<file path="config.mk">
export PLATFORM = sky130hd
export DESIGN_NAME = serial_console_regs
export DESIGN_NICKNAME = d
export VERILOG_FILES = /design/src/rtl/con_uart_pkg.sv /design/src/rtl/con_rx_fifo.sv /design/src/rtl/con_apb_decode.sv /design/src/rtl/con_tx_irq.sv /design/src/rtl/serial_console_regs.sv
export SDC_FILE = /design/constraint.sdc
export NUM_CORES = 1
export LEC_CHECK = 0
export BUFFER_PORTS_ARGS = -buffer_cell sky130_fd_sc_hd__buf_2
export CORE_ASPECT_RATIO = 0.8
export CORE_MARGIN = 2
export CORE_UTILIZATION = 50
export CTS_CLUSTER_SIZE = 14
export DETAILED_ROUTE_END_ITERATION = 10
export PLACE_DENSITY = 0.73
export SLEW_MARGIN = 30
export SYNTH_ARGS = -nofsm -noshare
export SYNTH_HDL_FRONTEND = slang
export SYNTH_SLANG_ARGS = --single-unit
</file>
<file path="constraint.sdc">
create_clock -name clk -period 3.2 [get_ports clk]
set_clock_uncertainty 0.15 [all_clocks]
set_input_delay 0.16 -clock clk [delete_from_list [all_inputs] [get_ports clk]]
set_output_delay 0.16 -clock clk [all_outputs]
set_load 0.02 [all_outputs]
</file>
<file path="src/rtl/con_uart_pkg.sv">
package con_uart_pkg;
  localparam int BUS_W  = 32;
  localparam int CTRL_W = 12;

  // control bit positions
  localparam int C_RXEN = 0;
  localparam int C_TXEN = 1;
  localparam int C_RXIE = 2;
  localparam int C_TXIE = 3;
  localparam int C_FIXED = 31;

  // status bit positions
  localparam int S_DR = 0;
  localparam int S_TS = 1;
  localparam int S_TE = 2;
  localparam int S_BR = 3;
  localparam int S_OV = 4;
  localparam int S_PE = 5;
  localparam int S_FE = 6;
  localparam int S_ER = 7;
  localparam int S_TF = 26;
  localparam int S_RF = 27;
  localparam int S_FA = 31;

  // word indices inside the window
  localparam int W_DATA = 0;
  localparam int W_STAT = 1;
  localparam int W_CTRL = 2;
  localparam int W_SCAL = 3;
endpackage

</file>
<file path="src/rtl/con_rx_fifo.sv">
module con_rx_fifo #(
  parameter int DEPTH  = 8,
  parameter int DATA_W = 8,
  localparam int PTR_W = (DEPTH > 1) ? $clog2(DEPTH) : 1,
  localparam int CNT_W = $clog2(DEPTH + 1)
) (
  input  logic              clk,
  input  logic              rst,
  input  logic              push,
  input  logic [DATA_W-1:0] wdata,
  input  logic              pop,
  output logic [DATA_W-1:0] rdata,
  output logic              empty,
  output logic              full,
  output logic              overrun,
  output logic [CNT_W-1:0]  count,
  output logic [CNT_W-1:0]  count_next
);
  logic [DATA_W-1:0] mem [DEPTH];
  logic [PTR_W-1:0]  wr_ptr, rd_ptr;
  logic              do_push, do_pop;

  assign empty   = (count == '0);
  assign full    = (count == CNT_W'(DEPTH));
  assign do_pop  = pop && !empty;
  assign do_push = push && (!full || do_pop);
  assign overrun = push && full && !do_pop;
  assign rdata   = mem[rd_ptr];

  function automatic logic [PTR_W-1:0] bump(input logic [PTR_W-1:0] p);
    if (p == PTR_W'(DEPTH - 1)) return '0;
    return p + PTR_W'(1);
  endfunction

  always_comb begin
    count_next = count;
    if (do_push && !do_pop) count_next = count + CNT_W'(1);
    else if (do_pop && !do_push) count_next = count - CNT_W'(1);
  end

  // storage without reset so it maps onto RAM
  always_ff @(posedge clk) begin
    if (do_push) mem[wr_ptr] <= wdata;
  end

  always_ff @(posedge clk) begin
    if (rst) begin
      wr_ptr <= '0;
      rd_ptr <= '0;
      count  <= '0;
    end else begin
      if (do_push) wr_ptr <= bump(wr_ptr);
      if (do_pop)  rd_ptr <= bump(rd_ptr);
      count <= count_next;
    end
  end

  AST_COUNT_BOUND: assert property (@(posedge clk) disable iff (rst)
    count <= CNT_W'(DEPTH));
  AST_FULL_DROP: assert property (@(posedge clk) disable iff (rst)
    overrun |=> count == CNT_W'(DEPTH));
  AST_SIMUL_PUSH_POP: assert property (@(posedge clk) disable iff (rst)
    (push && pop && !empty) |=> count == $past(count));
endmodule

</file>
<file path="src/rtl/con_apb_decode.sv">
module con_apb_decode
  import con_uart_pkg::*;
#(
  parameter int ADDR_W = 8,
  localparam int WORD_W = ADDR_W - 2
) (
  input  logic              psel,
  input  logic              penable,
  input  logic              pwrite,
  input  logic [ADDR_W-1:0] paddr,
  input  logic [3:0]        pstrb,
  output logic              acc_err,
  output logic [WORD_W-1:0] word,
  output logic              rd_data,
  output logic              wr_data,
  output logic              rd_stat,
  output logic              wr_stat,
  output logic              wr_ctrl,
  output logic              wr_scal
);
  logic acc, bad, ok;

  assign word    = paddr[ADDR_W-1:2];
  assign acc     = psel && penable;
  assign bad     = (paddr[1:0] != 2'b00) || (pwrite && pstrb != 4'hF);
  assign acc_err = acc && bad;
  assign ok      = acc && !bad;

  assign rd_data = ok && !pwrite && word == WORD_W'(W_DATA);
  assign wr_data = ok &&  pwrite && word == WORD_W'(W_DATA);
  assign rd_stat = ok && !pwrite && word == WORD_W'(W_STAT);
  assign wr_stat = ok &&  pwrite && word == WORD_W'(W_STAT);
  assign wr_ctrl = ok &&  pwrite && word == WORD_W'(W_CTRL);
  assign wr_scal = ok &&  pwrite && word == WORD_W'(W_SCAL);
endmodule

</file>
<file path="src/rtl/con_tx_irq.sv">
module con_tx_irq #(
  parameter int BYTE_W = 8
) (
  input  logic              clk,
  input  logic              rst,
  input  logic              data_wr,
  input  logic [BYTE_W-1:0] wbyte,
  input  logic              tx_en,
  input  logic              tx_ie,
  input  logic              stat_rd,
  input  logic              rx_cond_next,
  output logic              tx_valid,
  output logic [BYTE_W-1:0] tx_data,
  output logic              irq
);
  logic send, pend_q, pend_next;

  assign send = data_wr && tx_en;

  always_comb begin
    pend_next = pend_q;
    if (send && tx_ie) pend_next = 1'b1;
    else if (stat_rd || send) pend_next = 1'b0;
  end

  always_ff @(posedge clk) begin
    if (rst) begin
      tx_valid <= 1'b0;
      tx_data  <= '0;
      pend_q   <= 1'b0;
      irq      <= 1'b0;
    end else begin
      tx_valid <= send;
      if (send) tx_data <= wbyte;
      pend_q <= pend_next;
      irq    <= rx_cond_next || pend_next;
    end
  end

  AST_TX_NEEDS_EN: assert property (@(posedge clk) disable iff (rst)
    (data_wr && !tx_en) |=> !tx_valid);
  AST_PEND_DRIVES_IRQ: assert property (@(posedge clk) disable iff (rst)
    pend_q |-> irq);
  AST_PEND_CLEARS: assert property (@(posedge clk) disable iff (rst)
    (stat_rd && !send) |=> !pend_q);
endmodule

</file>
<file path="src/rtl/serial_console_regs.sv">
module serial_console_regs
  import con_uart_pkg::*;
#(
  parameter int ADDR_W   = 8,
  parameter int FIFO_D   = 8,
  parameter int SCALER_W = 32,
  localparam int WORD_W  = ADDR_W - 2,
  localparam int CNT_W   = $clog2(FIFO_D + 1)
) (
  input  logic              clk,
  input  logic              rst,
  input  logic              psel,
  input  logic              penable,
  input  logic              pwrite,
  input  logic [ADDR_W-1:0] paddr,
  input  logic [BUS_W-1:0]  pwdata,
  input  logic [3:0]        pstrb,
  output logic [BUS_W-1:0]  prdata,
  output logic              pready,
  output logic              pslverr,
  input  logic              rx_valid,
  input  logic [7:0]        rx_data,
  input  logic              rx_perr,
  input  logic              rx_ferr,
  output logic              tx_valid,
  output logic [7:0]        tx_data,
  output logic              irq
);
  logic              acc_err;
  logic [WORD_W-1:0] word;
  logic rd_data, wr_data, rd_stat, wr_stat, wr_ctrl, wr_scal;

  con_apb_decode #(.ADDR_W(ADDR_W)) u_dec (
    .psel(psel), .penable(penable), .pwrite(pwrite), .paddr(paddr),
    .pstrb(pstrb), .acc_err(acc_err), .word(word), .rd_data(rd_data),
    .wr_data(wr_data), .rd_stat(rd_stat), .wr_stat(wr_stat),
    .wr_ctrl(wr_ctrl), .wr_scal(wr_scal)
  );

  logic [7:0]       f_rdata;
  logic             f_empty, f_full, f_ovr;
  logic [CNT_W-1:0] f_cnt, f_cnt_next;

  con_rx_fifo #(.DEPTH(FIFO_D), .DATA_W(8)) u_fifo (
    .clk(clk), .rst(rst), .push(rx_valid), .wdata(rx_data), .pop(rd_data),
    .rdata(f_rdata), .empty(f_empty), .full(f_full), .overrun(f_ovr),
    .count(f_cnt), .count_next(f_cnt_next)
  );

  logic [CTRL_W-1:0]   ctrl_q, ctrl_next;
  logic [SCALER_W-1:0] scal_q;
  logic ov_q, pe_q, fe_q, er_q;
  logic set_pe, set_fe, set_er;

  assign ctrl_next = wr_ctrl ? pwdata[CTRL_W-1:0] : ctrl_q;
  assign set_pe    = rx_valid && rx_perr;
  assign set_fe    = rx_valid && rx_ferr;
  assign set_er    = f_ovr || set_pe || set_fe;

  always_ff @(posedge clk) begin
    if (rst) begin
      ctrl_q <= '0;
      scal_q <= '0;
      ov_q   <= 1'b0;
      pe_q   <= 1'b0;
      fe_q   <= 1'b0;
      er_q   <= 1'b0;
    end else begin
      ctrl_q <= ctrl_next;
      if (wr_scal) scal_q <= pwdata[SCALER_W-1:0];
      ov_q <= ((wr_stat ? pwdata[S_OV] : 1'b1) && ov_q) || f_ovr;
      pe_q <= ((wr_stat ? pwdata[S_PE] : 1'b1) && pe_q) || set_pe;
      fe_q <= ((wr_stat ? pwdata[S_FE] : 1'b1) && fe_q) || set_fe;
      er_q <= ((wr_stat ? pwdata[S_ER] : 1'b1) && er_q) || set_er;
    end
  end

  logic rx_cond_next;
  assign rx_cond_next = ctrl_next[C_RXEN] && ctrl_next[C_RXIE] && (f_cnt_next != '0);

  con_tx_irq #(.BYTE_W(8)) u_txi (
    .clk(clk), .rst(rst), .data_wr(wr_data), .wbyte(pwdata[7:0]),
    .tx_en(ctrl_q[C_TXEN]), .tx_ie(ctrl_q[C_TXIE]), .stat_rd(rd_stat),
    .rx_cond_next(rx_cond_next), .tx_valid(tx_valid), .tx_data(tx_data),
    .irq(irq)
  );

  logic [BUS_W-1:0] status, ctrl_rd, scal_rd, rd_mux;

  always_comb begin
    status       = '0;
    status[S_DR] = !f_empty;
    status[S_TS] = 1'b1;
    status[S_TE] = 1'b1;
    status[S_BR] = 1'b0;
    status[S_OV] = ov_q;
    status[S_PE] = pe_q;
    status[S_FE] = fe_q;
    status[S_ER] = er_q;
    status[S_TF] = 1'b0;
    status[S_RF] = f_full;
    status[S_FA] = 1'b1;
    ctrl_rd               = '0;
    ctrl_rd[CTRL_W-1:0]   = ctrl_q;
    ctrl_rd[C_FIXED]      = 1'b1;
    scal_rd               = '0;
    scal_rd[SCALER_W-1:0] = scal_q;
  end

  always_comb begin
    unique case (word)
      WORD_W'(W_DATA): rd_mux = f_empty ? '0 : {{(BUS_W-8){1'b0}}, f_rdata};
      WORD_W'(W_STAT): rd_mux = status;
      WORD_W'(W_CTRL): rd_mux = ctrl_rd;
      WORD_W'(W_SCAL): rd_mux = scal_rd;
      default:         rd_mux = '0;
    endcase
  end

  assign prdata  = acc_err ? '0 : rd_mux;
  assign pready  = 1'b1;
  assign pslverr = acc_err;

  AST_ERR_NO_EFFECT: assert property (@(posedge clk) disable iff (rst)
    pslverr |=> ($stable(ctrl_q) && $stable(scal_q) && !tx_valid));
  AST_ERR_NO_POP: assert property (@(posedge clk) disable iff (rst)
    (pslverr && !rx_valid) |=> $stable(f_cnt));
  AST_OVERRUN_SETS: assert property (@(posedge clk) disable iff (rst)
    f_ovr |=> (ov_q && er_q));
  AST_STICKY_HOLD: assert property (@(posedge clk) disable iff (rst)
    (ov_q && !wr_stat) |=> ov_q);
  AST_RX_IRQ: assert property (@(posedge clk) disable iff (rst)
    (ctrl_q[C_RXEN] && ctrl_q[C_RXIE] && !f_empty) |-> irq);
endmodule

</file>
# Yosys cells after proc, flatten, opt, wreduce, memory -nomap -nowiden
# Memories as Yosys holds them, arrays and structs flattened. A register that Yosys moved wholly into a read port is not among the register bits.
# Cells that the tools add are included.
# totals
regBits	69
ramBits	64
elab_cells	100
n_memories	1
# memory_table
memory	depth	word_bits	read_ports	rd_ports_with_merged_regs	write_ports	line_no	rtl
u_fifo.mem	8	8	1	1	1	con_rx_fifo.sv:19	logic [DATA_W-1:0] mem [DEPTH];
# op_classes
addsub	4
n_eq_ne	7
muxes	26
n_reduce_logical	48
# ops
cell	n
$pmux 32 s4	1
$mux 32	1
$logic_and 1x1->1	28
$mux 3	7
$mux 1	14
$eq 6x2->1 const B	2
$logic_or 1x1->1	10
$mux 4	2
$mux 8	1
$add 3x1->3 const B	2
$eq 3x3->1 const B	2
$eq 6x1->1 const B	1
$logic_not 1->1	6
$logic_not 6->1	1
$add 4x1->4 const B	1
$eq 4x4->1 const B	1
$logic_not 4->1	1
$ne 4x4->1 const B	1
$reduce_bool 4->1	1
$sub 4x1->4 const B	1
$reduce_bool 2->1	1

# Depth between registers and ports, before layout
# Gate-level depths: netlist (run 1).
# logic_depth
word_depth	17
depth_mapped	10
mapped_depth_nobuf	8

# Cells and area by module
# Synthesis (run 1) repeated with hierarchy kept, for this count alone.
# unflattened
hier_cells	490
hier_area_um2	5941.9
# by_module_without_submodules
mod	n_inst	cells_each	area_per_inst_um2
con_rx_fifo	1	185	3201.8
serial_console_regs	1	236	2184.6
con_tx_irq	1	45	382.9
con_apb_decode	1	24	172.7

# Worst setup path before layout (run 1)
# OpenSTA, ideal clock, no wires.
# synth_timing
path_type	register -> register
startpoint	register u_fifo.count[0]
endpoint	memory u_fifo.mem[2][0], enable pin
setup_time_ns	0.398
arrival_ns	2.472
path_slack_ns	0.180
stages_incl_launch_ff	9
path_cell_list	dfxtp_1 -> inv_1 -> ha_1 -> or3b_1 -> clkbuf_1 -> and4_1 -> buf_4 -> o21ai_2 -> nor4b_1
# synth_between
elab_chain_len	7
word_cells_on_any_way	9
cone_classes	eq/ne (1); mux (2); reduce/logical (6)
# synth_rtl
element	line_no	rtl
start, declared	con_rx_fifo.sv:16	output logic [CNT_W-1:0] count,
start signal, assigned	con_rx_fifo.sv:54	count <= count_next;
$logic_not 4->1	con_rx_fifo.sv:23	assign empty = (count == '0);
$logic_not 1->1	con_rx_fifo.sv:25	assign do_pop = pop && !empty;
$logic_and 1x1->1	con_rx_fifo.sv:25	
$logic_or 1x1->1 *	con_rx_fifo.sv:26	assign do_push = push && (!full || do_pop);
$logic_and 1x1->1 *	con_rx_fifo.sv:26	
$mux 1 *	con_rx_fifo.sv:43	if (do_push) mem[wr_ptr] <= wdata;
$mux 1 (not written as such) *	con_rx_fifo.sv:43	
end, declared	con_rx_fifo.sv:19	
# Mark *: on every way between the ends. The rest lies on a longest branch, timed or not.

# Worst setup path in the final report (run 1)
# layout_timing
startpoint	register u_fifo.count[0]
endpoint	memory u_fifo.mem[7][7], enable pin
# Same word-level chain as after synthesis.

==> summary.txt, run 1 <==
Outcome
  • Status: finished clean

Placed design
  • Pre-CTS WS: roughly 0.23 ns
  • Final GP Congestion: roughly 0.87
  • Buffers added on ports: between 100 and 150
  • Post-DP HPWL: ~9400 um

Power and ir drop
  • Sw Share: 0.2220
  • Internal: around 3.2 mW
  • Comb pwr share: 0.059
  • Psw: 913.5 uW
  • Sequential Power Share: 0.452
  • PwrDens: 536.7 nW/um2
  • P_leak: 2.889 nW
  • Clock power share: 0.489
  • Max IR drop VDD: 0.0004084 V

Synthesis
  • Unique cell type count in the Yosys netlist: 53
  • Synth top area share: 0.3281
  • Syn Area/Cell: approximately 11 um2
  • Syn. warnings: 0
  • Synth Cell Area: slightly below 6000 um2
  • Most common cell in the netlist: nand2_1
  • Cell taking the most area after synthesis: edfxtp_1
  • Top post-synthesis cells by area: edfxtp_1, dfxtp_1, mux2i_1
  • Post-synth top cells: nand2_1, dfxtp_1, edfxtp_1
  • Most common flop cell mapped by yosys: dfxtp_1
  • Post-Synthesis Net Count: between 500 and 600
  • FFs w/ async S/R, synth: 0
  • Seq/Total Area, Yosys: 0.5741
  • Synth Instances: just over 500
  • Number of register bits inferred by synthesis: between 100 and 150
  • EDFF count, synth: 64

STA
  • Slew Limit Fails: 0
  • RSZ-0062 raised after global routing: no
  • Worst-margin pin slew: 0.9406 ns
  • Fin crit period: approximately 2.9 ns
  • Final count of hold timing violations: 0
  • Worst hold slack: slightly below 0.03 ns
  • Fmax: ~0.34 GHz
  • Final setup margin: about 0.28 ns
  • Setup TNS Final: 0 ns
  • Slew headroom: 0.3730
  • Final period util: 0.9134
  • Final Setup Violations: 0

Floorplan
  • Die width: 125.0 um
  • Die height: between 100 and 150 um
  • Die area: 12600 um2
  • Core Box Area: 11470 um2
  • FP Rows: 35
  • Ports: around 100
  • Initial Util: 0.5106

Detailed routing
  • DRT Pass-1 Iters: 5
  • DR WL/cell: 17.38 um
  • # DRC: 0
  • Via density: about 5.5
  • Routed wire length: about 14000 um
  • DRT antenna net count: 0
  • Vias after detailed routing: ~4600
  • DR iter-0 viols: roughly 270

Worst hold path
  • Hold Path Depth: 4
  • HP Class: in2reg

Clocking
  • CTS Root Cell: clkbuf_16
  • Cts bufs inserted: 17
  • Post CTS Setup Buffer Count: 0
  • Worst-skew pair later-pin latency: about 0.42 ns
  • Clock Path Buffers: 2
  • Clock sink count: about 140
  • CTS tree: done
  • Clock transition at path regs: around 0.060 ns
  • H-tree depth: 4

Worst setup path
  • Nature of the critical path startpoint: flip-flop
  • Worst path cell trace: inv_1, ha_1, or3b_1, and4_1, o211ai_1, nor2_1
  • R2R depth: 6
  • Worst path bufs/invs: 1
  • Critical setup path kind: reg2reg
  • Family with the most delay on the worst path: simple AND/OR/NAND/NOR gates
  • Max stage delay on crit path: roughly 0.67 ns
  • WP data required: a little over 3 ns
  • Critical Path AT: around 2.8 ns
  • Setup crit end kind: flip-flop
  • Critical Path Slowest Stage Cell: nor2_1
  • Cell count along the critical path: 6
  • Max FO, Critical Path: 9

Flow run
  • # Max-Cap Violations: 0

Finish
  • Fillers: approximately 800
  • Share of cells above drive strength 1: 0.2745
  • Area growth, synth to finish: 30.88%
  • Antenna cells: 0
  • Area of the multi-input gates: about 2300 um2
  • Reg area: roughly 3400 um2
  • Nets: 738

GRT
  • Vias in the first global route: between 4000 and 5000
  • First-pass GRT wire length: approximately 23000 um
  • Largest net degree at the start of global routing: between 50 and 60
  • Initial antenna violation count: 0
  • GRT Overall Usage: 0.2312
  • GRT overflow: 0
through the flow:
stage	utilization	power [mW]	cells	cell area (um2)
detailed placement	0.5721	2.088	753	6564
global route	0.6683	4.240	833	7667
CTS	0.6678	4.135	833	7662
floorplan	-	1.994	518	5858
finish	0.6683	4.115	833	7667
global placement	0.5720	2.080	753	6563
per-layer routing:
metal / up-vias / global-route usage / share of wire
met3: 27 / 0.05414 / 0.067
met2: 184 / 0.3625 / 0.47
li1: 2176 / - / -
met5: - / 0 / 0
met4: 0 / 0.08034 / 0.016
met1: 2211 / 0.3200 / 0.45
kinds of logic (layout without fill, tap and decap cells):
logic type	Yosys count	count (layout)	share of synthesized area
and+or+nand+nor	197	197	0.1660
other	1	1	0.0006401
muxes	59	59	0.1365
buffers and inverters	40	207	0.02755
DFF	136	136	0.5741
AOI/OAI and AO/OA	78	78	0.08095
xor gates and xnor gates	1	1	0.001495
adders and majority gates	6	6	0.01281
power groups by stage:
stage / sequential (mW) / combinational [mW] / clock [mW]
2_1_floorplan: 1.89 / 0.103 / 0
3_3_place_gp: 1.89 / 0.187 / 0
3_5_place_dp: 1.90 / 0.192 / 0
4_1_cts: 1.86 / 0.239 / 2.04
5_1_grt: 1.86 / 0.261 / 2.12
6_report: 1.86 / 0.243 / 2.01
cell usage in the layout (no fill, tap or decap), types with 5 or more instances in the layout:
cell and n:
buf_2 102, nand2_1 79, dfxtp_1 72, edfxtp_1 64, dlygate4sd3_1 48, nor2_1 44
a21oi_1 44, mux2i_1 36, and2_1 20, buf_4 19, clkbuf_16 17, mux4_2 16
o21ai_0 10, mux2_2 7, o22a_1 7, nor3_1 7, inv_1 6, a22oi_1 6
ha_1 6, nor2b_1 5
layout make-up:
type,count,share of cell area
Tap cell,148,0.02415
Clock buffer,17,0.05548
Inverter,6,0.002937
Sequential cell,136,0.4386
Clock inverter,15,0.02513
Multi-Input combinational cell,342,0.3058
Timing Repair Buffer,169,0.1478
sequential cells by signal (all words and copies together), names as in the netlist, named ones only:
signal          count
u_fifo.mem         64
scal_q             32
ctrl_q             12
u_txi.tx_data       8
u_fifo.count        4
u_fifo.rd_ptr       3
u_fifo.wr_ptr       3
er_q                1
fe_q                1
ov_q                1
pe_q                1
u_txi.irq           1
u_txi.pend_q        1
u_txi.tx_valid      1
tightest hold or removal path: cells and delay by family:
kind	cells	cell delay [ns]
and+or+nand+nor	3	0.27
buffers and inverters	1	0.12
final timing paths:
kind / from / to / slack, ns
max: u_fifo.count[0] / u_fifo.mem[7][7] / 0.28
min: paddr[4] / u_txi.tx_valid / 0.03
max reg2reg: u_fifo.count[0] / u_fifo.mem[7][7] / 0.28
min reg2reg: scal_q[22] / scal_q[22] / 0.30
what timing repair did:
action / CTS / global route
hold buffers: 48 / 0
endpoints found under the hold margin: 121 / 0
endpoints found under the setup margin: 0 / 4
gates resized for setup: 0 / 1
No activity file was read; power rests on OpenSTA's default activity.
==> inputs of run 2 (changes only) <==
--- a/config.mk
+++ b/config.mk
@@ -12,6 +12,7 @@
 export CTS_CLUSTER_SIZE = 14
 export DETAILED_ROUTE_END_ITERATION = 10
 export PLACE_DENSITY = 0.73
+export RECOVER_POWER = 50
 export SLEW_MARGIN = 30
 export SYNTH_ARGS = -nofsm -noshare
 export SYNTH_HDL_FRONTEND = slang
==> run 2 against run 1 <==
Against the previous run:
- flip-flop and latch count stayed put
- worst hold slack got worse by 0.059 ns
- largest cell class unchanged
- first-iteration DRC count grew 19%
- core utilization is 0.44 points lower
- the run now ends with hold timing left
- non-clock buffer count is the same
- cell area decreased by 0.65%
- fmax is 0.73% lower
- routed wire length decreased by 0.32%
- setup slack worse by 0.022 ns
- largest power group unchanged
- clock power about the same
- sequential share of layout area rose by 0.29 points
- register-to-register slack lost 0.02 ns
==> summary.txt, run 2 (synthesis results as in run 1) <==
Clocking
  • Clock sink count: 136 (unchanged)
  • Clock Path Buffers: 2 (unchanged)
  • CTS Root Cell: clkbuf_16
  • Worst-skew pair later-pin latency: 0.42 ns (about the same)
  • Cts bufs inserted: 17 (unchanged)
  • Post CTS Setup Buffer Count: 0 (unchanged)
  • CTS tree: done
  • Clock transition at path regs: 0.06 ns (about the same)
  • H-tree depth: 4 (unchanged)

Worst setup path
  • Setup crit end kind: flip-flop
  • Nature of the critical path startpoint: flip-flop
  • Critical Path AT: 2.84 ns (+0.02 ns)
  • Worst path bufs/invs: 1 (unchanged)
  • WP data required: 3.09 ns (about the same)
  • Critical Path Slowest Stage Cell: nor2_1
  • Worst path cell trace: inv_1, ha_1, or3b_1, and4_1, o211ai_1, nor2_1
  • Critical setup path kind: reg2reg
  • Max FO, Critical Path: 9 (unchanged)
  • Max stage delay on crit path: 0.68 ns (about the same)
  • Family with the most delay on the worst path: simple AND/OR/NAND/NOR gates

STA
  • Final setup margin: 0.2556 ns (-0.02161 ns)
  • Slew Limit Fails: 0 (unchanged)
  • Worst-margin pin slew: 1.161 ns (+0.2209 ns)
  • Worst hold slack: -0.02960 ns (-0.05935 ns)
  • Final count of hold timing violations: 1 (+1)
  • Final period util: 0.9201 (+0.006753)
  • RSZ-0062 raised after global routing: no
  • Setup TNS Final: 0 ns (unchanged)
  • Fin crit period: 2.944 ns (+0.02161 ns)
  • Final Setup Violations: 0 (unchanged)
  • Fmax: 0.3396 GHz (-0.73%)
  • Slew headroom: 0.2257 (-0.1473)

GRT
  • GRT overflow: 0 (unchanged)
  • Largest net degree at the start of global routing: 51 (unchanged)
  • First-pass GRT wire length: 22520 um (unchanged)
  • Initial antenna violation count: 0 (unchanged)
  • GRT Overall Usage: 0.2312 (unchanged)
  • Vias in the first global route: 4366 (unchanged)

Placed design
  • Final GP Congestion: 0.8723 (unchanged)
  • Post-DP HPWL: 9388 um (unchanged)
  • Pre-CTS WS: 0.2339 ns (unchanged)
  • Placed cell area: 6564 um2 (unchanged)
  • Dpl cells: 753 (unchanged)
  • Buffers added on ports: 102 (unchanged)

Floorplan
  • Initial Util: 0.5106 (unchanged)
  • Die area: 12600 um2 (unchanged)
  • Die height: 100.8 um (unchanged)
  • Core Box Area: 11470 um2 (unchanged)
  • Die width: 125.0 um (unchanged)
  • Ports: 104 (unchanged)
  • FP Rows: 35 (unchanged)

Finish
  • Share of cells above drive strength 1: 0.2365 (-0.03796)
  • Max reg flops: 64 (unchanged)
  • Final core utilization: 0.6639 (-0.004362)
  • Area of the multi-input gates: 2326 um2 (-0.80%)
  • Antenna cells: 0 (unchanged)
  • Nets: 738 (unchanged)
  • Design area: 7617 um2 (-0.65%)
  • Fillers: 839 (+1.9%)
  • Top Registers: u_fifo.mem: 64 flops, scal_q: 32 flops, ctrl_q: 12 flops
  • Commonest non-fill, non-tap cell in the layout: buf_2
  • Reg with most FFs: u_fifo.mem
  • Area growth, synth to finish: 30.03%
  • Most frequent cells in the layout: buf_2, nand2_1, dfxtp_1
  • Post-Layout Cell Count: 833 (unchanged)
  • Reg area: 3363 um2 (unchanged)

Detailed routing
  • DRT Pass-1 Iters: 5 (unchanged)
  • DR WL/cell: 17.33 um (-0.32%)
  • Vias after detailed routing: 4613 (+0.33%)
  • Via density: 5.538 (+0.33%)
  • # DRC: 0 (unchanged)
  • DR iter-0 viols: 322 (+19%)
  • Routed wire length: 14430 um (-0.32%)
  • DRT antenna net count: 0 (unchanged)

Outcome
  • Failing checks: hold timing
  • Status: finished, violations left

Power and ir drop
  • P_leak: 2.812 nW (-2.6%)
  • Power, Total: 4.112 mW (about the same)
  • PwrDens: 539.9 nW/um2 (+0.58%)
  • Max IR drop VDD: 0.0004100 V (+0.41%)

Flow run
  • # Max-Cap Violations: 0 (unchanged)

Worst hold path
  • HP Class: in2reg
run 2: changes by cell type in the layout (fill, tap and decap cells not counted), sizes merged:
cell,change
buf,-22
clkbuf,+22
run 2: area by class of cell:
type / count / share of cell area
multi-input combinational: 342 / 0.3054
tap: 148 / 0.02431
clock buffer: 17 / 0.05585
clock inverter: 15 / 0.02530
timing repair buffer: 169 / 0.1447
sequential: 136 / 0.4415
inverter: 6 / 0.002957
run 2: worst paths after layout:
path	cells after the start	end	from	slack [ns]
worst min register to register	2	scal_q[2]	scal_q[2]	0.30
worst max register to register	6	u_fifo.mem[7][7]	u_fifo.count[0]	0.26
worst max-delay path	6	u_fifo.mem[7][7]	u_fifo.count[0]	0.26
worst min-delay path	4	u_txi.tx_valid	paddr[4]	-0.03
run 2: where the power goes:
part / switching [mW] / leakage (nW) / internal (mW)
sequential: 0.0137 / 1.16 / 1.85
combinational: 0.127 / 1.36 / 0.114
clock: 0.771 / 0.289 / 1.24
run 2: what timing repair did:
item	CTS	global route
endpoints found under the hold margin	121	0
resized for setup	0	1
hold buffers	48	0
endpoints found under the setup margin	0	4
run 2: worst min-delay path, delay by kind of cell:
kind,cells,cell delay [ns]
buf+inv,1,0.12
simple gates,3,0.21
run 2: routing by layer:
metal	share of wire	wire length [um]	GRT usage	up-vias
li1	-	-	-	2180
met1	0.44	6386	0.3200	2211
met2	0.48	6856	0.3625	199
met3	0.068	976	0.05414	23
met4	0.015	212	0.08034	0
met5	0	0	0	-
==> inputs of run 3 (changes only) <==
--- a/config.mk
+++ b/config.mk
@@ -11,6 +11,7 @@
 export CORE_UTILIZATION = 50
 export CTS_CLUSTER_SIZE = 14
 export DETAILED_ROUTE_END_ITERATION = 10
+export HOLD_SLACK_MARGIN = 0.12
 export PLACE_DENSITY = 0.73
 export RECOVER_POWER = 50
 export SLEW_MARGIN = 30
==> run 3 against run 2 <==
Against the previous run:
- the run now ends clean
- routed wire length up 0.30%
- clock power about the same
- core utilization up 0.21 points
- clock-buffer cell count unchanged
- sequential power about the same
- worst hold slack better by 0.26 ns
- critical endpoint is now u_txi.irq
==> summary.txt, run 3 (synthesis results as in run 1) <==
Placed design
  • Final GP Congestion: 0.8723 (unchanged)
  • Post-DP HPWL: 9388 um (unchanged)
  • Buffers added on ports: 102 (unchanged)
  • Dpl cells: 753 (unchanged)
  • Pre-CTS WS: 0.2339 ns (unchanged)

Finish
  • Antenna cells: 0 (unchanged)
  • Reg with most FFs: u_fifo.mem
  • Fillers: 837 (-0.24%)
  • Top Registers: u_fifo.mem: 64 flops, scal_q: 32 flops, ctrl_q: 12 flops
  • Nets: 740 (+0.27%)
  • Most frequent cells in the layout: nand2_1, buf_2, dfxtp_1
  • Share of cells above drive strength 1: 0.2344 (-0.002144)
  • Max reg flops: 64 (unchanged)
  • Area growth, synth to finish: 30.44%
  • Post-Layout Cell Count: 835 (+0.24%)

Worst setup path
  • WP data required: 3.30 ns (+0.21 ns)
  • R2R Path End: u_fifo.mem[7][7]
  • Top cell by count, worst path: dlygate4sd3_1
  • Max FO, Critical Path: 9 (unchanged)
  • CP endpoint: u_txi.irq
  • Crit path from: paddr[4]
  • Critical Path AT: 3.06 ns (+0.22 ns)
  • Setup crit end kind: flip-flop
  • Reg2reg start: u_fifo.count[0]
  • Worst path cell trace: dlygate4sd3_1, clkbuf_1, nor4_4, dlygate4sd3_1, nand3_1, nor2_4, mux2_2, a311oi_1, a211oi_2
  • Critical setup path kind: in2reg
  • Nature of the critical path startpoint: primary input
  • Critical Path Slowest Stage Cell: dlygate4sd3_1
  • R2r setup slk: 0.26 ns (about the same)
  • R2R depth: 6 (unchanged)
  • Max stage delay on crit path: 0.63 ns (-0.05 ns)

Detailed routing
  • Routed wire length: 14480 um (+0.30%)
  • DR iter-0 viols: 311 (-3.4%)
  • DRT Pass-1 Iters: 5 (unchanged)
  • Via density: 5.521 (-0.30%)
  • DRT antenna net count: 0 (unchanged)
  • DR WL/cell: 17.34 um (about the same)
  • # DRC: 0 (unchanged)
  • Vias after detailed routing: 4610 (-0.065%)

GRT
  • Vias in the first global route: 4395 (+0.66%)
  • GRT overflow: 0 (unchanged)
  • Initial antenna violation count: 0 (unchanged)
  • First-pass GRT wire length: 22600 um (+0.37%)
  • GRT Overall Usage: 0.2320 (+0.0008168)
  • Largest net degree at the start of global routing: 51 (unchanged)

Floorplan
  • Core Box Area: 11470 um2 (unchanged)
  • FP Rows: 35 (unchanged)
  • Die width: 125.0 um (unchanged)
  • Initial Util: 0.5106 (unchanged)
  • Die height: 100.8 um (unchanged)
  • Die area: 12600 um2 (unchanged)
  • Ports: 104 (unchanged)

Clocking
  • Worst-skew pair later-pin latency: 0.42 ns (about the same)
  • CTS tree: done
  • Clock sink count: 136 (unchanged)
  • H-tree depth: 4 (unchanged)
  • Clock transition at path regs: 0.06 ns (about the same)
  • Cts bufs inserted: 17 (unchanged)
  • CTS Root Cell: clkbuf_16
  • Post CTS Setup Buffer Count: 0 (unchanged)
  • Clock Path Buffers: 2 (unchanged)

Outcome
  • Status: finished clean

STA
  • Fin crit period: 2.959 ns (+0.01434 ns)
  • Slew headroom: 0.2034 (-0.02230)
  • Final setup margin: 0.2412 ns (-0.01434 ns)
  • Fmax: 0.3380 GHz (-0.48%)
  • RSZ-0062 raised after global routing: no
  • Final count of hold timing violations: 0 (-1)
  • Slew Limit Fails: 0 (unchanged)
  • Worst-margin pin slew: 1.195 ns (+0.03345 ns)
  • Setup TNS Final: 0 ns (unchanged)
  • Final Setup Violations: 0 (unchanged)
  • Final period util: 0.9246 (+0.004481)

Flow run
  • # Max-Cap Violations: 0 (unchanged)

Power and ir drop
  • Power, Total: 4.112 mW (about the same)
  • Max IR drop VDD: 0.0004080 V (-0.49%)
  • P_leak: 2.810 nW (about the same)
  • PwrDens: 538.2 nW/um2 (-0.31%)

Worst hold path
  • HP Class: in2reg
[run 3: cell types whose count changed in the layout (fill, tap and decap cells not counted), sizes merged]
| cell | previous run | this run |
|---|---|---|
| buf | 99 | 96 |
| clkbuf | 39 | 42 |
| dlygate4sd3 | 48 | 50 |
[run 3: worst min path at each step]
stage                           from  slack, ns  depth (start not counted)          endpoint
after CTS                   pstrb[0]       0.16                          4    u_txi.tx_valid
after global routing        paddr[5]       0.25                          6              er_q
final                            rst       0.23                          2         ctrl_q[2]
after global placement    pwdata[19]       0.25                          3        scal_q[19]
after floorplan           rx_data[0]       0.11                          0  u_fifo.mem[0][0]
after detailed placement  pwdata[21]       0.26                          3        scal_q[21]
[run 3: stage by stage]
| stage | instance area, um2 | hold WS, ns | utilization |
|---|---|---|---|
| final | 7641 | 0.2284 | 0.6660 |
| after global routing | 7641 | 0.2543 | 0.6660 |
| after CTS | 7682 | 0.1565 | 0.6696 |
| after detailed placement | 6564 | 0.2588 | 0.5721 |
| after global placement | 6563 | 0.2516 | 0.5720 |
| after floorplan | 5858 | 0.1089 | - |
[run 3: metal layers]
| layer | GRT usage | vias up | share of wire |
|---|---|---|---|
| li1 | - | 2182 | - |
| met1 | 0.3200 | 2208 | 0.45 |
| met2 | 0.3612 | 187 | 0.47 |
| met3 | 0.05573 | 33 | 0.061 |
| met4 | 0.08632 | 0 | 0.018 |
| met5 | 0 | - | 0 |
[run 3: power by group]
group	leakage, nW	internal (mW)	switching (mW)
combinational	1.36	0.115	0.127
sequential	1.16	1.85	0.0137
clock	0.289	1.24	0.771
[run 3: timing repair]
action                                  in CTS  in global routing
endpoints found under the setup margin       0                  4
gates resized for setup                      0                  1
hold endpoints to repair                   122                  0
hold buffers                                50                  0
[run 3: layout make-up]
| type | instances | area [um2] | share of cell area |
|---|---|---|---|
| Tap cell | 148 | 185.2 | 0.02423 |
| Sequential cell | 136 | 3363 | 0.4402 |
| Clock inverter | 15 | 192.7 | 0.02522 |
| Clock buffer | 17 | 425.4 | 0.05567 |
| Multi-Input combinational cell | 342 | 2333 | 0.3054 |
| Inverter | 6 | 22.52 | 0.002947 |
| Timing Repair Buffer | 171 | 1119 | 0.1464 |
[run 3: critical path: cells and delay by family]
family	cells	cell delay (ns)
buffers and inverters	3	1.29
and+or+nand+nor	3	0.79
muxes	1	0.40
AOI/OAI and AO/OA	2	0.40
